## src/rtl/qsw_pkg.sv

```systemverilog
package qsw_pkg;
  // Positions of the port pins inside the synchroniser vector
  localparam int unsigned SYNC_W  = 3;
  localparam int unsigned CSB_IX  = 0;
  localparam int unsigned SCLK_IX = 1;
  localparam int unsigned SI_IX   = 2;
  // Idle pin levels: select high, clock low, data low
  localparam logic [SYNC_W-1:0] PIN_IDLE = 3'b001;
endpackage

```

## src/rtl/qsw_edge_sync.sv

```systemverilog
module qsw_edge_sync #(
  parameter int unsigned W = 3,
  parameter int unsigned STAGES = 2,
  parameter logic [W-1:0] RST_VAL = '0
) (
  input  logic         clk,
  input  logic         rst_n,
  input  logic [W-1:0] d_i,
  output logic [W-1:0] lvl_o,
  output logic [W-1:0] rise_o,
  output logic [W-1:0] fall_o
);
  logic [STAGES-1:0][W-1:0] stg_q, stg_d;
  logic [W-1:0] prev_q;

  always_comb begin
    stg_d = {stg_q[STAGES-2:0], d_i};
  end

  always_ff @(posedge clk or negedge rst_n) begin
    if (!rst_n) begin
      stg_q  <= {STAGES{RST_VAL}};
      prev_q <= RST_VAL;
    end else begin
      stg_q  <= stg_d;
      prev_q <= stg_q[STAGES-1];
    end
  end

  assign lvl_o  = stg_q[STAGES-1];
  assign rise_o = lvl_o & ~prev_q;
  assign fall_o = ~lvl_o & prev_q;
endmodule

```

## src/rtl/qsw_shifter.sv

```systemverilog
module qsw_shifter #(
  parameter int unsigned WORD_W = 8,
  parameter int unsigned NUM_CH = 4
) (
  input  logic              clk,
  input  logic              rst_n,
  input  logic              cs_act_i,
  input  logic              cs_fall_i,
  input  logic              sclk_rise_i,
  input  logic              sclk_fall_i,
  input  logic              si_i,
  input  logic [NUM_CH-1:0] fault_i,
  output logic [WORD_W-1:0] sr_o
);
  localparam int unsigned PAD_W = WORD_W - NUM_CH;

  logic [WORD_W-1:0] sr_q, sr_d;
  logic              hold_q, hold_d;
  logic              sr_en, hold_en;

  // Clock enables
  assign sr_en   = cs_fall_i | (cs_act_i & sclk_fall_i);
  assign hold_en = cs_act_i & ~cs_fall_i & sclk_rise_i;

  always_comb begin
    sr_d   = sr_q;
    hold_d = hold_q;
    if (cs_fall_i) begin
      sr_d = {{PAD_W{1'b0}}, fault_i};
    end else if (sr_en) begin
      sr_d = {sr_q[WORD_W-2:0], hold_q};
    end
    if (hold_en) begin
      hold_d = si_i;
    end
  end

  always_ff @(posedge clk or negedge rst_n) begin
    if (!rst_n) begin
      sr_q   <= '0;
      hold_q <= 1'b0;
    end else begin
      if (sr_en)   sr_q   <= sr_d;
      if (hold_en) hold_q <= hold_d;
    end
  end

  assign sr_o = sr_q;
endmodule

```

## src/rtl/qsw_out_latch.sv

```systemverilog
module qsw_out_latch #(
  parameter int unsigned NUM_CH = 4
) (
  input  logic              clk,
  input  logic              rst_n,
  input  logic              load_i,
  input  logic [NUM_CH-1:0] d_i,
  input  logic [NUM_CH-1:0] par_i,
  output logic [NUM_CH-1:0] en_o,
  output logic [NUM_CH-1:0] ch_on_o
);
  logic [NUM_CH-1:0] en_q, en_d;

  always_comb begin
    en_d = load_i ? d_i : en_q;
  end

  always_ff @(posedge clk or negedge rst_n) begin
    if (!rst_n) en_q <= '0;
    else if (load_i) en_q <= en_d;
  end

  for (genvar c = 0; c < NUM_CH; c++) begin : g_ch
    assign ch_on_o[c] = en_q[c] | par_i[c];
  end

  assign en_o = en_q;
endmodule

```

## src/rtl/qsw_spi_ctrl.sv

```systemverilog
module qsw_spi_ctrl
  import qsw_pkg::*;
#(
  parameter int unsigned NUM_CH = 4,
  parameter int unsigned WORD_W = 8,
  parameter int unsigned SYNC_STAGES = 2,
  parameter bit SO_IDLE_HIZ = 1'b1
) (
  input  logic              clk,
  input  logic              rst_n,
  input  logic              csb_i,
  input  logic              sclk_i,
  input  logic              si_i,
  output logic              so_o,
  output logic              so_oe_o,
  input  logic [NUM_CH-1:0] fault_i,
  input  logic [NUM_CH-1:0] par_i,
  output logic [NUM_CH-1:0] ch_on_o
);
  // Reset: asserted asynchronously, released on a clock edge
  logic [1:0] rsync_q;
  logic       rst_int_n;

  always_ff @(posedge clk or negedge rst_n) begin
    if (!rst_n) rsync_q <= 2'b00;
    else        rsync_q <= {rsync_q[0], 1'b1};
  end
  assign rst_int_n = rsync_q[1];

  logic [SYNC_W-1:0] pin_lvl, pin_rise, pin_fall;

  qsw_edge_sync #(
    .W(SYNC_W), .STAGES(SYNC_STAGES), .RST_VAL(PIN_IDLE)
  ) u_sync (
    .clk(clk), .rst_n(rst_int_n),
    .d_i({si_i, sclk_i, csb_i}),
    .lvl_o(pin_lvl), .rise_o(pin_rise), .fall_o(pin_fall)
  );

  logic cs_act, cs_fall, cs_rise;
  assign cs_act  = ~pin_lvl[CSB_IX];
  assign cs_fall = pin_fall[CSB_IX];
  assign cs_rise = pin_rise[CSB_IX];

  logic [WORD_W-1:0] sr;
  logic [NUM_CH-1:0] en_q;

  qsw_shifter #(.WORD_W(WORD_W), .NUM_CH(NUM_CH)) u_shift (
    .clk(clk), .rst_n(rst_int_n),
    .cs_act_i(cs_act), .cs_fall_i(cs_fall),
    .sclk_rise_i(pin_rise[SCLK_IX]), .sclk_fall_i(pin_fall[SCLK_IX]),
    .si_i(pin_lvl[SI_IX]), .fault_i(fault_i), .sr_o(sr)
  );

  qsw_out_latch #(.NUM_CH(NUM_CH)) u_latch (
    .clk(clk), .rst_n(rst_int_n),
    .load_i(cs_rise), .d_i(sr[NUM_CH-1:0]), .par_i(par_i),
    .en_o(en_q), .ch_on_o(ch_on_o)
  );

  assign so_o    = cs_act & sr[WORD_W-1];
  assign so_oe_o = cs_act | ~SO_IDLE_HIZ;
endmodule

```

## config.mk

```make
export PLATFORM = sky130hd
export DESIGN_NAME = qsw_spi_ctrl
export DESIGN_NICKNAME = d
export VERILOG_FILES = /design/src/rtl/qsw_pkg.sv /design/src/rtl/qsw_edge_sync.sv /design/src/rtl/qsw_shifter.sv /design/src/rtl/qsw_out_latch.sv /design/src/rtl/qsw_spi_ctrl.sv
export SDC_FILE = /design/constraint.sdc
export NUM_CORES = 1
export LEC_CHECK = 0
export CAP_MARGIN = 20
export CORE_AREA = 4 4 43 53
export CTS_CLUSTER_SIZE = 24
export DETAILED_ROUTE_END_ITERATION = 16
export DIE_AREA = 0 0 47 57
export PLACE_DENSITY = 0.88
export SYNTH_ARGS = -nofsm -noshare
export SYNTH_HDL_FRONTEND = slang
export SYNTH_SLANG_ARGS = --single-unit
```

## constraint.sdc

```tcl
create_clock -name clk -period 1.4 [get_ports clk]
set_input_delay 0.14 -clock clk [delete_from_list [all_inputs] [get_ports clk]]
set_output_delay 0.14 -clock clk [all_outputs]
set_load 0.1 [all_outputs]
```

==> results.cfg <==
[cells_and_area]
area_delta_synth_final_pct = 44.7
layout-drive-gt1-share = 0.411
layout.nets = 104
diodes = 0
multi_input_area_um2 = 309
filler_cell_count = 128
register_area_um2 = 579

[synth]
synth_nets = 75
synth-edff-count = 0
synth.area.mux_share = 0.123
synth_top_area_cell = dfrtp_1
synth_top_family_by_area = simple AND/OR/NAND/NOR gates
syn_area_um2 = 866
async_flop_share = 1.00
ys_ff_latch = 23
synth_xor_area_frac = 0
synth_fa_ha_area_frac = 0
ys_top_cells_by_area = dfrtp_1 (58%), dfstp_2 (9.1%), mux2_2 (6.5%)
syn_avg_cell_area_um2 = 14.0
synth_commonest_cells = dfrtp_1 (20), nor2_1 (6), mux2_2 (5), mux2i_1 (5), or2_2 (4)
syn_inst = 62
ys_seq_area_frac = 0.669
ys_types = 22
synth-compound-area-share = 0.0535
synthMostInstantiatedCell = dfrtp_1
synth_top_area_share = 0.578
synthSimpleGateAreaFrac = 0.129
synthFlopType = dfrtp_1
ys_warn_count = 0

[clocking]
cts_sinks = 23
clock_latency_ns = 0.29
clk_path_buf_depth = 2
cts_tree = done
clk_pin_slew_worst_paths_ns = 0.12
cts_buffers = 3
cts-htree-levels = 1
root_buffer = clkbuf_4

[global_routing]
antenna_found_initial = 0
grt_usage = 0.144
grt_pass1_vias = 626
grt_pass1_wl_um = 2750
grt_max_degree = 15
grt_overflow_total = 0

[flow_run]
maxCapViolations = 0

[detailed_routing]
dr.pass1.iters = 4
via_count = 575
drcViolationCount = 0
wirelength_um = 1670
ant_nets = 0
vias_per_cell = 5.28
wire_per_inst_um = 15.3
drtIter0Drc = 6

[timing]
slew_headroom = 0.638
setup_viol = 6
period_share = 1.05
finalMaxSlewViolations = 0
period_needed_ns = 1.47
max_clock_freq_mhz = 681
skew_ns = 0.00141
hold_slack_ns = 0.228
rsz0062_at_grt = yes
hold_violations = 0
max_slew.worst_pin.slew_ns = 0.542
setup_slack_ns = -0.0675

[critical_path]
arrival_ns = 1.33
slowest_delay_ns = 0.56
cp_data_required_time_ns = 1.26
path_cells = buf_6, and2b_1, buf_12
crit_path_start_kind = flip-flop
end_kind = output pin
crit_slowest_cell = dfstp_2
crit_fanout = 3
critical_path_class = reg2out

[pwr]
power_leakage_nw = 0.588
pwr_density_cell_nw_per_um2 = 1200
irDropWorstVdd_mv = 0.939

[outcome]
status = complete, but fails checks
violations = negative setup slack

[floorplan]
fp.dieW_um = 47
die_area_um2 = 2680
die_h_um = 57
core_um2 = 1790
row_count = 17
start_util = 0.485
io_pins = 19

[worst_hold_path]
hp-class = reg2async

[place]
port_buffers = 18
dp.final_hpwl_um = 1210
place.gp.congestion = 0.744
dp_slack_ns = 0.0307
[per-layer routing]
layer / track usage / vias to the layer above / routed length (um)
li1: - / 273 / -
met1: 0.174 / 283 / 649
met2: 0.241 / 17 / 895
met3: 0.0221 / 2 / 96
met4: 0.0711 / 0 / 27
met5: 0 / - / 0
[power breakdown]
part           switching, W  total, W  internal [W]
clock network      0.000179  0.000290      0.000111
registers         0.0000579  0.000798      0.000740
logic              0.000222  0.000419      0.000197
[registers in the layout (all words and copies together) (netlist names)]
register and count:
u_shift.sr_o 8, u_latch.en_o 4, rsync_q 2, u_sync.stg_d 3, u_shift.hold_q 1, u_sync.lvl_o 3
u_sync.prev_q 2
[cells by family after synthesis]
family	after synthesis
other	1
AOI/OAI and AO/OA	6
and+or+nand+nor	19
muxes	10
DFF	23
buffers and inverters	3
[layout by cell type (no fill, tap or decap), types with 2 or more instances in the layout]
| cell | netlist | final |
|---|---|---|
| dfrtp_1 | 20 | 20 |
| clkdlybuf4s50_1 | 0 | 12 |
| buf_12 | 0 | 6 |
| mux2_2 | 5 | 5 |
| mux2i_1 | 5 | 5 |
| nor2_1 | 6 | 5 |
| buf_4 | 0 | 5 |
| or2_2 | 4 | 4 |
| clkbuf_4 | 0 | 3 |
| dfstp_2 | 3 | 3 |
| and2b_1 | 2 | 2 |
| and3_4 | 0 | 2 |
| a221o_1 | 2 | 2 |
| buf_6 | 1 | 2 |
[per-stage QoR]
step	util	total power, W	instances	setup TNS [ns]	instance area [um2]
floorplan	-	0.00104	62	-0.0495	871
global placement	0.639	0.00118	100	0	1140
detailed placement	0.639	0.00120	100	0	1140
CTS	0.678	0.00151	108	-0.166	1210
global route	0.701	0.00158	109	-0.746	1250
finish	0.701	0.00151	109	-0.233	1250
[final cells by class]
type	count	area share
inverter	1	0.00300
sequential	23	0.463
clock buffer	4	0.0210
multi-input combinational	36	0.247
timing repair buffer	26	0.248
tap	19	0.0190
[path summary, 6_finish.rpt]
path | start | endpoint | slack, ns | cells past startpoint
worst max register to register | u_sync.lvl_o[0] | u_shift.sr_o[2] | -0.05 | 5
max in group asynchronous | rsync_q[1] | u_latch.en_o[1] | 0.66 | 1
worst max-delay path | u_sync.lvl_o[0] | so_o | -0.07 | 3
worst min register to register | rsync_q[1] | u_sync.stg_d[4] | 0.23 | 0
worst min-delay path | rsync_q[1] | u_sync.stg_d[4] | 0.23 | 0
min in group clk | csb_i | u_sync.stg_d[3] | 0.23 | 1
[repair_timing]
| item | 4_1_cts | 5_1_grt |
|---|---|---|
| endpoints found under the setup margin | 2 | 15 |
| endpoints found under the hold margin | 2 | 0 |
| gates resized for setup | 4 | 8 |
| pin swaps | 0 | 1 |
| hold buffers | 1 | 0 |
| setup buffers | 3 | 1 |
[critical path, delay by kind of cell (launching register included)]
| family | cells | cell delay, ns |
|---|---|---|
| buffers and inverters | 2 | 0.27 |
| flip-flops | 1 | 0.56 |
| AND/OR/NAND/NOR | 1 | 0.20 |
Note: power is estimated with default switching activity, not from simulation.
